<file path="src/rtl/uart_tx_seq.sv">
module uart_tx_seq #(
  parameter int DEPTH     = 16,
  parameter int IDLE_WAIT = 8
) (
  input  logic       clk,
  input  logic       rst_n,
  input  logic       tick,
  input  logic       fifo_en,
  input  logic       wr_en,
  input  logic [7:0] wr_data,
  input  logic       ier_wr,
  input  logic       ier_txe,
  input  logic       loopback,
  input  logic [1:0] dlen,
  input  logic       par_en,
  input  logic       par_odd,
  input  logic       two_stop,
  input  logic       fifo_clr,
  output logic       txd,
  output logic       thre,
  output logic       temt,
  output logic       tx_irq,
  output logic       lb_valid,
  output logic [7:0] lb_data
);
  localparam int PW = $clog2(DEPTH);
  localparam int CW = $clog2(DEPTH + 1);
  localparam int WW = $clog2(IDLE_WAIT + 1);

  logic [7:0]    mem [DEPTH];
  logic [PW-1:0] rp, wp;
  logic [CW-1:0] qn;
  logic          pend, busy, nxt, thre_q, temt_q, cond, ie_q, par_q, lbv_q;
  logic [3:0]    pos;
  logic [WW-1:0] wait_q;
  logic [7:0]    sh, ob, lbd_q;

  wire [3:0]    dn      = 4'd5 + {2'b00, dlen};
  wire [3:0]    fb      = dn + 4'd2 + {3'b000, par_en} + {3'b000, two_stop};
  wire [7:0]    dmask   = 8'hFF >> (2'd3 - dlen);
  wire [CW-1:0] cap     = fifo_en ? CW'(DEPTH) : CW'(1);
  wire          accept  = wr_en && (qn < cap);
  wire [7:0]    head    = mem[rp];
  wire          done    = tick && busy && (pos == fb - 4'd1);
  wire          move    = tick && pend && (qn != '0) &&
                          (busy ? (pos >= dn && !nxt) : (wait_q == WW'(IDLE_WAIT - 1)));
  wire          empties = move && (qn == CW'(1)) && !accept;
  wire          launch  = move && (!busy || done);
  wire          ph      = ^(head & dmask) ^ par_odd;
  wire          ps      = ^(sh & dmask) ^ par_odd;
  wire          fbit    = (pos == 4'd0) ? 1'b0 :
                          (pos <= dn) ? sh[0] :
                          (par_en && pos == dn + 4'd1) ? par_q : 1'b1;

  assign txd      = loopback || !busy || fbit;
  assign thre     = thre_q;
  assign temt     = temt_q;
  assign tx_irq   = cond && ie_q;
  assign lb_valid = lbv_q;
  assign lb_data  = lbd_q;

  always_ff @(posedge clk)
    if (accept) mem[wp] <= wr_data;

  always_ff @(posedge clk) begin
    if (!rst_n || fifo_clr) begin
      rp <= '0;
      wp <= '0;
      qn <= '0;
    end else begin
      if (accept) wp <= (wp == PW'(DEPTH - 1)) ? '0 : wp + PW'(1);
      if (move)   rp <= (rp == PW'(DEPTH - 1)) ? '0 : rp + PW'(1);
      qn <= qn + CW'(accept) - CW'(move);
    end
  end

  always_ff @(posedge clk) begin
    if (!rst_n) begin
      busy <= 1'b0; nxt <= 1'b0; pos <= '0; sh <= '0; ob <= '0; par_q <= 1'b0;
      wait_q <= '0; pend <= 1'b0; thre_q <= 1'b1; temt_q <= 1'b1;
      cond <= 1'b0; ie_q <= 1'b0; lbv_q <= 1'b0; lbd_q <= '0;
    end else begin
      lbv_q <= done && loopback;
      if (done) lbd_q <= ob;

      if (launch) begin
        busy <= 1'b1; pos <= '0; sh <= head; ob <= head; par_q <= ph; nxt <= 1'b0;
      end else if (done && nxt) begin
        pos <= '0; ob <= sh; par_q <= ps; nxt <= 1'b0;
      end else if (done) begin
        busy <= 1'b0;
      end else if (busy && tick) begin
        pos <= pos + 4'd1;
        if (move) begin
          sh  <= head;
          nxt <= 1'b1;
        end else if (pos >= 4'd1 && pos <= dn) begin
          sh <= sh >> 1;
        end
      end

      if (busy || !pend || move) wait_q <= '0;
      else if (tick)             wait_q <= wait_q + WW'(1);

      if (fifo_clr)     pend <= 1'b0;
      else if (accept)  pend <= 1'b1;
      else if (empties) pend <= 1'b0;

      if (fifo_clr)     thre_q <= 1'b1;
      else if (accept)  thre_q <= 1'b0;
      else if (empties) thre_q <= 1'b1;

      if (accept || move)                 temt_q <= 1'b0;
      else if (done && !nxt)              temt_q <= thre_q;
      else if (fifo_clr && !busy && !nxt) temt_q <= 1'b1;

      if (accept)                                           cond <= 1'b0;
      else if (empties || (ier_wr && ier_txe && thre_q))    cond <= 1'b1;
      else if (done)                                        cond <= 1'b0;

      if (ier_wr) ie_q <= ier_txe;
    end
  end

  AST_QUEUE_BOUND: assert property (@(posedge clk) disable iff (!rst_n)
    qn <= CW'(DEPTH));
  AST_FULL_WRITE_IGNORED: assert property (@(posedge clk) disable iff (!rst_n)
    (wr_en && qn == cap && !fifo_clr && !move) |=> (qn == $past(qn)));
  AST_THRE_RISE_LOADS: assert property (@(posedge clk) disable iff (!rst_n)
    ($rose(thre_q) && !$past(fifo_clr)) |-> !temt_q);
  AST_TEMT_NEEDS_THRE: assert property (@(posedge clk) disable iff (!rst_n)
    temt_q |-> thre_q);
  AST_IRQ_NEEDS_THRE: assert property (@(posedge clk) disable iff (!rst_n)
    tx_irq |-> thre_q);
  AST_LB_AFTER_FRAME: assert property (@(posedge clk) disable iff (!rst_n)
    lb_valid |-> $past(busy));
endmodule

</file>
<file path="config.mk">
export PLATFORM = sky130hd
export DESIGN_NAME = uart_tx_seq
export DESIGN_NICKNAME = d
export VERILOG_FILES = /design/src/rtl/uart_tx_seq.sv
export SDC_FILE = /design/constraint.sdc
export NUM_CORES = 1
export LEC_CHECK = 0
export ABC_AREA = 1
export BUFFER_PORTS_ARGS = -buffer_cell sky130_fd_sc_hd__buf_2
export CAP_MARGIN = 20
export CORE_MARGIN = 3
export CORE_UTILIZATION = 40
export CTS_CLUSTER_DIAMETER = 100
export DETAILED_ROUTE_END_ITERATION = 10
export GPL_ROUTABILITY_DRIVEN = 1
export PLACE_DENSITY_LB_ADDON = 0.1
export SKIP_CTS_REPAIR_TIMING = 1
export SYNTH_ARGS = -nofsm -noshare
export SYNTH_HDL_FRONTEND = slang
export SYNTH_SLANG_ARGS = --single-unit
</file>
<file path="constraint.sdc">
create_clock -name clk -period 3.8 [get_ports clk]
set_input_delay 0.57 -clock clk [delete_from_list [all_inputs] [get_ports clk]]
set_output_delay 0.57 -clock clk [all_outputs]
set_load 0.02 [all_outputs]
</file>
==> results of run 1 <==
==> area by class of cell <==
class                   count  area [sq um]
clock buffers              17         425.4
clock inverters            15         162.7
fillers                  2087         11530
inverters                 123         461.7
multi-input cells         631          3198
flip-flops and latches    186          5006
well taps                 275         344.1
repair buffers             49         295.3
==> critical path, delay by kind of cell <==
family,cells,cell delay (ps)
fa+ha+maj,1,380
simple gates,3,250
buf+inv,5,580
compound gates,3,910
==> per-stage QoR <==
stage / cells / utilization [%]
final: 1296 / 46.19
after global routing: 1296 / 46.19
after CTS: 1296 / 46.19
after detailed placement: 1264 / 43.44
after global placement: 1264 / 43.44
after floorplan: 976 / -
==> sequential cells by signal (all words and copies together), names as in the netlist, named ones only <==
signal / cells
busy: 1
cond: 1
ie_q: 1
lb_data: 8
lb_valid: 1
mem: 128
nxt: 1
ob: 8
par_q: 1
pend: 1
pos: 4
qn: 5
rp: 4
sh: 8
temt: 1
thre: 1
wait_q: 4
wp: 4
==> power by group through the flow <==
stage,logic [mW],registers [mW],clock network [mW]
finish,0.192,2.18,1.77
global route,0.222,2.18,1.89
CTS,0.195,2.18,1.81
detailed placement,0.194,2.23,0
global placement,0.193,2.23,0
floorplan,0.118,2.23,0
==> logic make-up (layout without fill, tap and decap cells) <==
group,Yosys count,after routing,synth area share (%)
AND/OR/NAND/NOR,486,486,23.37
XOR/XNOR,19,19,2.048
AO/OA/AOI/OAI,96,96,6.355
buffers and inverters,159,204,7.414
flip-flops,186,186,56.49
adder cells (fa/ha/maj),30,30,4.321
==> routing by layer <==
metal,share of wire [%],vias to the layer above
met5,0,-
met4,1.2,0
met3,2.8,14
met2,46,87
met1,50,2949
li1,-,3256
==> final timing paths <==
path                end  slack, ps  depth (start not counted)    start
hold reg to reg    ie_q        470                          2     ie_q
setup / recovery    txd        530                         12  dlen[0]
setup reg to reg  qn[4]        730                         17   pos[0]
hold / removal     ie_q        400                          4   ier_wr
==> cell usage in the layout, fill, tap and decap left out, drive strengths merged, types with 2 or more instances in the layout <==
cell / instances
a31oi: 7
or2: 6
clkinv: 7
a22oi: 4
buf: 49
nor2: 83
o22ai: 4
a21oi: 33
dfxtp: 58
ha: 29
o211ai: 4
nand4: 4
xnor2: 7
inv: 129
nor4: 2
edfxtp: 128
o21ai: 40
nand2: 281
clkbuf: 17
nand3: 104
xor2: 12
nor3: 4
==> results.sh, run 1 <==
export IMPL_dieArea_sq_mm=0.02397
export IMPL_rsz0062_at_grt="false"
export IMPL_max_clock_path_buffers=2
export IMPL_fin_crit_sh_pct=86.01
export IMPL_crit_chain="buf_2 > inv_1 > ha_1 > inv_1 > nand2_1 > nand2_1 > nand4_1 > a31oi_1 > inv_1 > o31ai_1 > o211ai_1 > buf_2"
export IMPL_cp_required_ps=3230
export IMPL_yosysMostFrequentCell="nand2_1"
export IMPL_place_area_sq_mm=0.009305
export IMPL_cp_max_fo=5
export IMPL_tritoncts="yes"
export IMPL_grt_total_usage_pct=17.25
export IMPL_crit_arrival_ps=2700
export IMPL_cts_max_level=4
export IMPL_synth_area_leaders="edfxtp_1, dfxtp_1, nand2_1"
export IMPL_clkSinkCount=186
export IMPL_relSlewSlack_pct=36.91
export IMPL_routabilityCongestion=0.7647
export IMPL_pwr_share_clk_pct=42.7
export IMPL_drt_iter0_drc=434
export IMPL_antennaDiodeCount=0
export IMPL_grt_use_met3_pct=2.910
export IMPL_met2_usage_pct=27.31
export IMPL_cap_viol_max_count=0
export IMPL_max_freq_mhz=306.0
export IMPL_syn_to_final_growth_pct=11.67
export IMPL_grt_max_degree=67
export IMPL_die_w_um=154.8
export IMPL_synth_seq_cells=186
export IMPL_core_area_sq_mm=0.02142
export IMPL_power_frac_comb_pct=4.6
export IMPL_end_kind="output port"
export IMPL_viasPerCell=4.866
export IMPL_yosys_top_cells_count="nand2_1, edfxtp_1, inv_1, nand3_1, nor2_1"
export IMPL_critPathSlowestCell="o31ai_1"
export IMPL_synth_area_sq_mm=0.008860
export IMPL_synth_top_area_share_pct=43.38
export IMPL_nets=1060
export IMPL_grt_overflow=0
export IMPL_grt_busiest_layer="met2"
export IMPL_start_kind="input pin"
export IMPL_fin_crit_ps=3268
export IMPL_final_max_slew_viol_count=0
export IMPL_clock_root_buffer="clkbuf_16"
export IMPL_ant_nets=0
export IMPL_power_switching_mw=0.9750
export IMPL_p_int_mw=3.168
export IMPL_seqPwrFrac_pct=52.7
export IMPL_drt_pass1_iter_count=5
export IMPL_dp_hpwl_um=12990
export IMPL_fin_ws_ps=531.6
export IMPL_synth_async_reset_ratio_pct=0
export IMPL_pin_count=35
export IMPL_worst_pin_slew_ps=942.9
export IMPL_port_buffers=34
export IMPL_die_h_um=154.8
export IMPL_max_stage_delay_ps=440
export IMPL_grt_pass1_wl_um=32370
export IMPL_syn_mean_instance_area_sq_um=9.078
export IMPL_rows=53
export IMPL_synthDistinctLibCells=46
export IMPL_p_per_area_mw_per_mm2=418.7
export IMPL_min_path_type="in -> reg"
export IMPL_routedWlPerCell_um=15.15
export IMPL_clk_latency_ps=440
export IMPL_drive_gt1_share_pct=11.56
export IMPL_start_util_pct=41.36
export IMPL_ys_flop_type="edfxtp_1"
export IMPL_antenna_found_initial=0
export IMPL_power_mw=4.143
export IMPL_grt_pass1_vias=6042
export IMPL_path_clk_slew_ps=70
export IMPL_vias=6306
export IMPL_hold_violations=0
export IMPL_yosys_warnings=0
export IMPL_status="completed"
export IMPL_synth_cells=976
export IMPL_sw_frac_of_total_pct=23.54
export IMPL_dp_worst_setup_slack_ps=273.8
export IMPL_drc=0
export IMPL_use_met1_pct=24.45
export IMPL_worstSetupPathType="in -> out"
export IMPL_fin_hold_ws_ps=402.9
export IMPL_routed_wirelength_um=19640
export IMPL_stdcell_area_sq_mm=0.009893
export IMPL_cts_inserted_buffers=17
export IMPL_yosys_area_top_type="edfxtp_1"
export IMPL_syn_nets=1028
export IMPL_peakVddDrop_uv=339.7
export IMPL_finalSetupViolCount=0
export IMPL_seq_area_frac_synth_pct=56.49
export IMPL_p_leak_nw=4.144
export IMPL_finClkSkew_ps=9.611
export IMPL_cp_common_cell="inv_1"
export IMPL_synth_edf_count=128
export IMPL_setup_tns_ps=0
(Power assumes the default switching activity.)
==> inputs of run 2 (changes only) <==
--- a/config.mk
+++ b/config.mk
@@ -7,7 +7,7 @@
 export LEC_CHECK = 0
 export ABC_AREA = 1
 export BUFFER_PORTS_ARGS = -buffer_cell sky130_fd_sc_hd__buf_2
-export CAP_MARGIN = 20
+export CORE_ASPECT_RATIO = 0.75
 export CORE_MARGIN = 3
 export CORE_UTILIZATION = 40
 export CTS_CLUSTER_DIAMETER = 100
==> results.sh, run 2 (synthesis results as in run 1) <==
export IMPL_grt_max_degree=67
export IMPL_hold_violations=0
export IMPL_dp_hpwl_um=14180
export IMPL_rows=46
export IMPL_p_int_mw=3.221
export IMPL_dieArea_sq_mm=0.02399
export IMPL_die_w_um=177.9
export IMPL_relSlewSlack_pct=41.08
export IMPL_tritoncts="yes"
export IMPL_pin_count=35
export IMPL_drt_pass1_iter_count=5
export IMPL_final_cell_mix="nand2_1, edfxtp_1, inv_1"
export IMPL_antennaDiodeCount=0
export IMPL_final_common_cell="nand2_1"
export IMPL_drc=0
export IMPL_start_kind="input pin"
export IMPL_power_frac_comb_pct=4.8
export IMPL_final_max_slew_viol_count=0
export IMPL_worstSetupPathType="in -> out"
export IMPL_routedWlPerCell_um=16.04
export IMPL_die_h_um=134.9
export IMPL_min_path_type="in -> reg"
export IMPL_viasPerCell=4.858
export IMPL_grt_overflow=0
export IMPL_nets=1071
export IMPL_syn_to_final_growth_pct=12.75
export IMPL_port_buffers=34
export IMPL_p_leak_nw=4.204
export IMPL_fin_crit_ps=3339
export IMPL_peakVddDrop_uv=206.0
export IMPL_grt_pass1_vias=5917
export IMPL_cp_max_fo=7
export IMPL_p_per_area_mw_per_mm2=418.1
export IMPL_cts_max_level=4
export IMPL_start_util_pct=41.27
export IMPL_drive_gt1_share_pct=12.31
export IMPL_grt_total_usage_pct=18.52
export IMPL_power_mw=4.176
export IMPL_max_clock_path_buffers=2
export IMPL_power_switching_mw=0.9558
export IMPL_finalSetupViolCount=0
export IMPL_largest_reg_flops=128
export IMPL_fin_crit_sh_pct=87.88
export IMPL_sw_frac_of_total_pct=22.89
export IMPL_cap_viol_max_count=0
export IMPL_status="completed"
export IMPL_pwr_share_clk_pct=42.9
export IMPL_clkSinkCount=186
export IMPL_drt_iter0_drc=518
export IMPL_fillerInstances=2086
export IMPL_path_clk_slew_ps=70
export IMPL_clk_latency_ps=430
export IMPL_setup_tns_ps=0
export IMPL_grt_pass1_wl_um=33780
export IMPL_end_kind="output port"
export IMPL_crit_arrival_ps=2770
export IMPL_cp_required_ps=3230
export IMPL_routed_wirelength_um=21180
export IMPL_ant_nets=0
export IMPL_finClkSkew_ps=11.84
export IMPL_seqPwrFrac_pct=52.2
export IMPL_cts_inserted_buffers=17
export IMPL_core_area_sq_mm=0.02147
export IMPL_worst_pin_slew_ps=880.5
export IMPL_antenna_found_initial=0
export IMPL_rsz0062_at_grt="false"
export IMPL_vias=6413
export IMPL_top_register="mem"
export IMPL_clock_root_buffer="clkbuf_16"
export IMPL_routabilityCongestion=0.8207
export IMPL_max_freq_mhz=299.5
==> run 2: cell type report <==
type                       instances  area [sq um]  area share (%)
sequential                       186          5006           50.11
multi-input combinational        631          3198           32.01
inverter                         123         461.7           4.622
clock buffer                      17         425.4           4.259
timing repair buffer              60         377.9           3.783
tap                              288         360.3           3.607
clock inverter                    15         160.2           1.603
==> run 2: critical path, cell delays in order <==
cell,delay (ps)
buf_2,160
ha_1,230
inv_1,80
ha_1,310
nand3_1,110
a31oi_1,380
inv_1,110
o31ai_1,490
o211ai_1,160
buf_2,180
==> run 2: routing by layer <==
metal / share of wire (%) / global-route usage, % / up-vias
met4: 0.94 / 4.621 / 0
met5: 0 / 0 / -
li1: - / - / 3280
met1: 54 / 30.01 / 2993
met3: 4.7 / 3.541 / 14
met2: 40 / 24.98 / 126
==> run 2: power by group through the flow <==
stage	logic, mW	clock network [mW]	registers, mW
6_report	0.202	1.79	2.18
5_1_grt	0.229	1.92	2.18
4_1_cts	0.204	1.83	2.18
3_5_place_dp	0.203	0	2.23
3_3_place_gp	0.202	0	2.23
2_1_floorplan	0.118	0	2.23
==> run 2: path summary, 6_finish.rpt <==
path,slack (ps),endpoint,start,cells past startpoint
hold / removal,400,lb_valid,loopback,3
setup / recovery,460,txd,dlen[1],10
setup reg to reg,690,qn[4],pos[0],17
hold reg to reg,470,ie_q,ie_q,2
==> run 2: metrics by stage <==
stage	worst slack, ps	utilization (%)	cells	cell area (sq um)	hold WS, ps
6_report	460.5	46.53	1320	9990	398.6
5_1_grt	233.9	46.53	1320	9990	396.8
4_1_cts	504.7	46.53	1320	9990	385.3
3_5_place_dp	206.1	43.80	1288	9404	459.6
3_3_place_gp	211.0	43.80	1288	9404	459.6
2_1_floorplan	557.8	-	976	8860	439.1
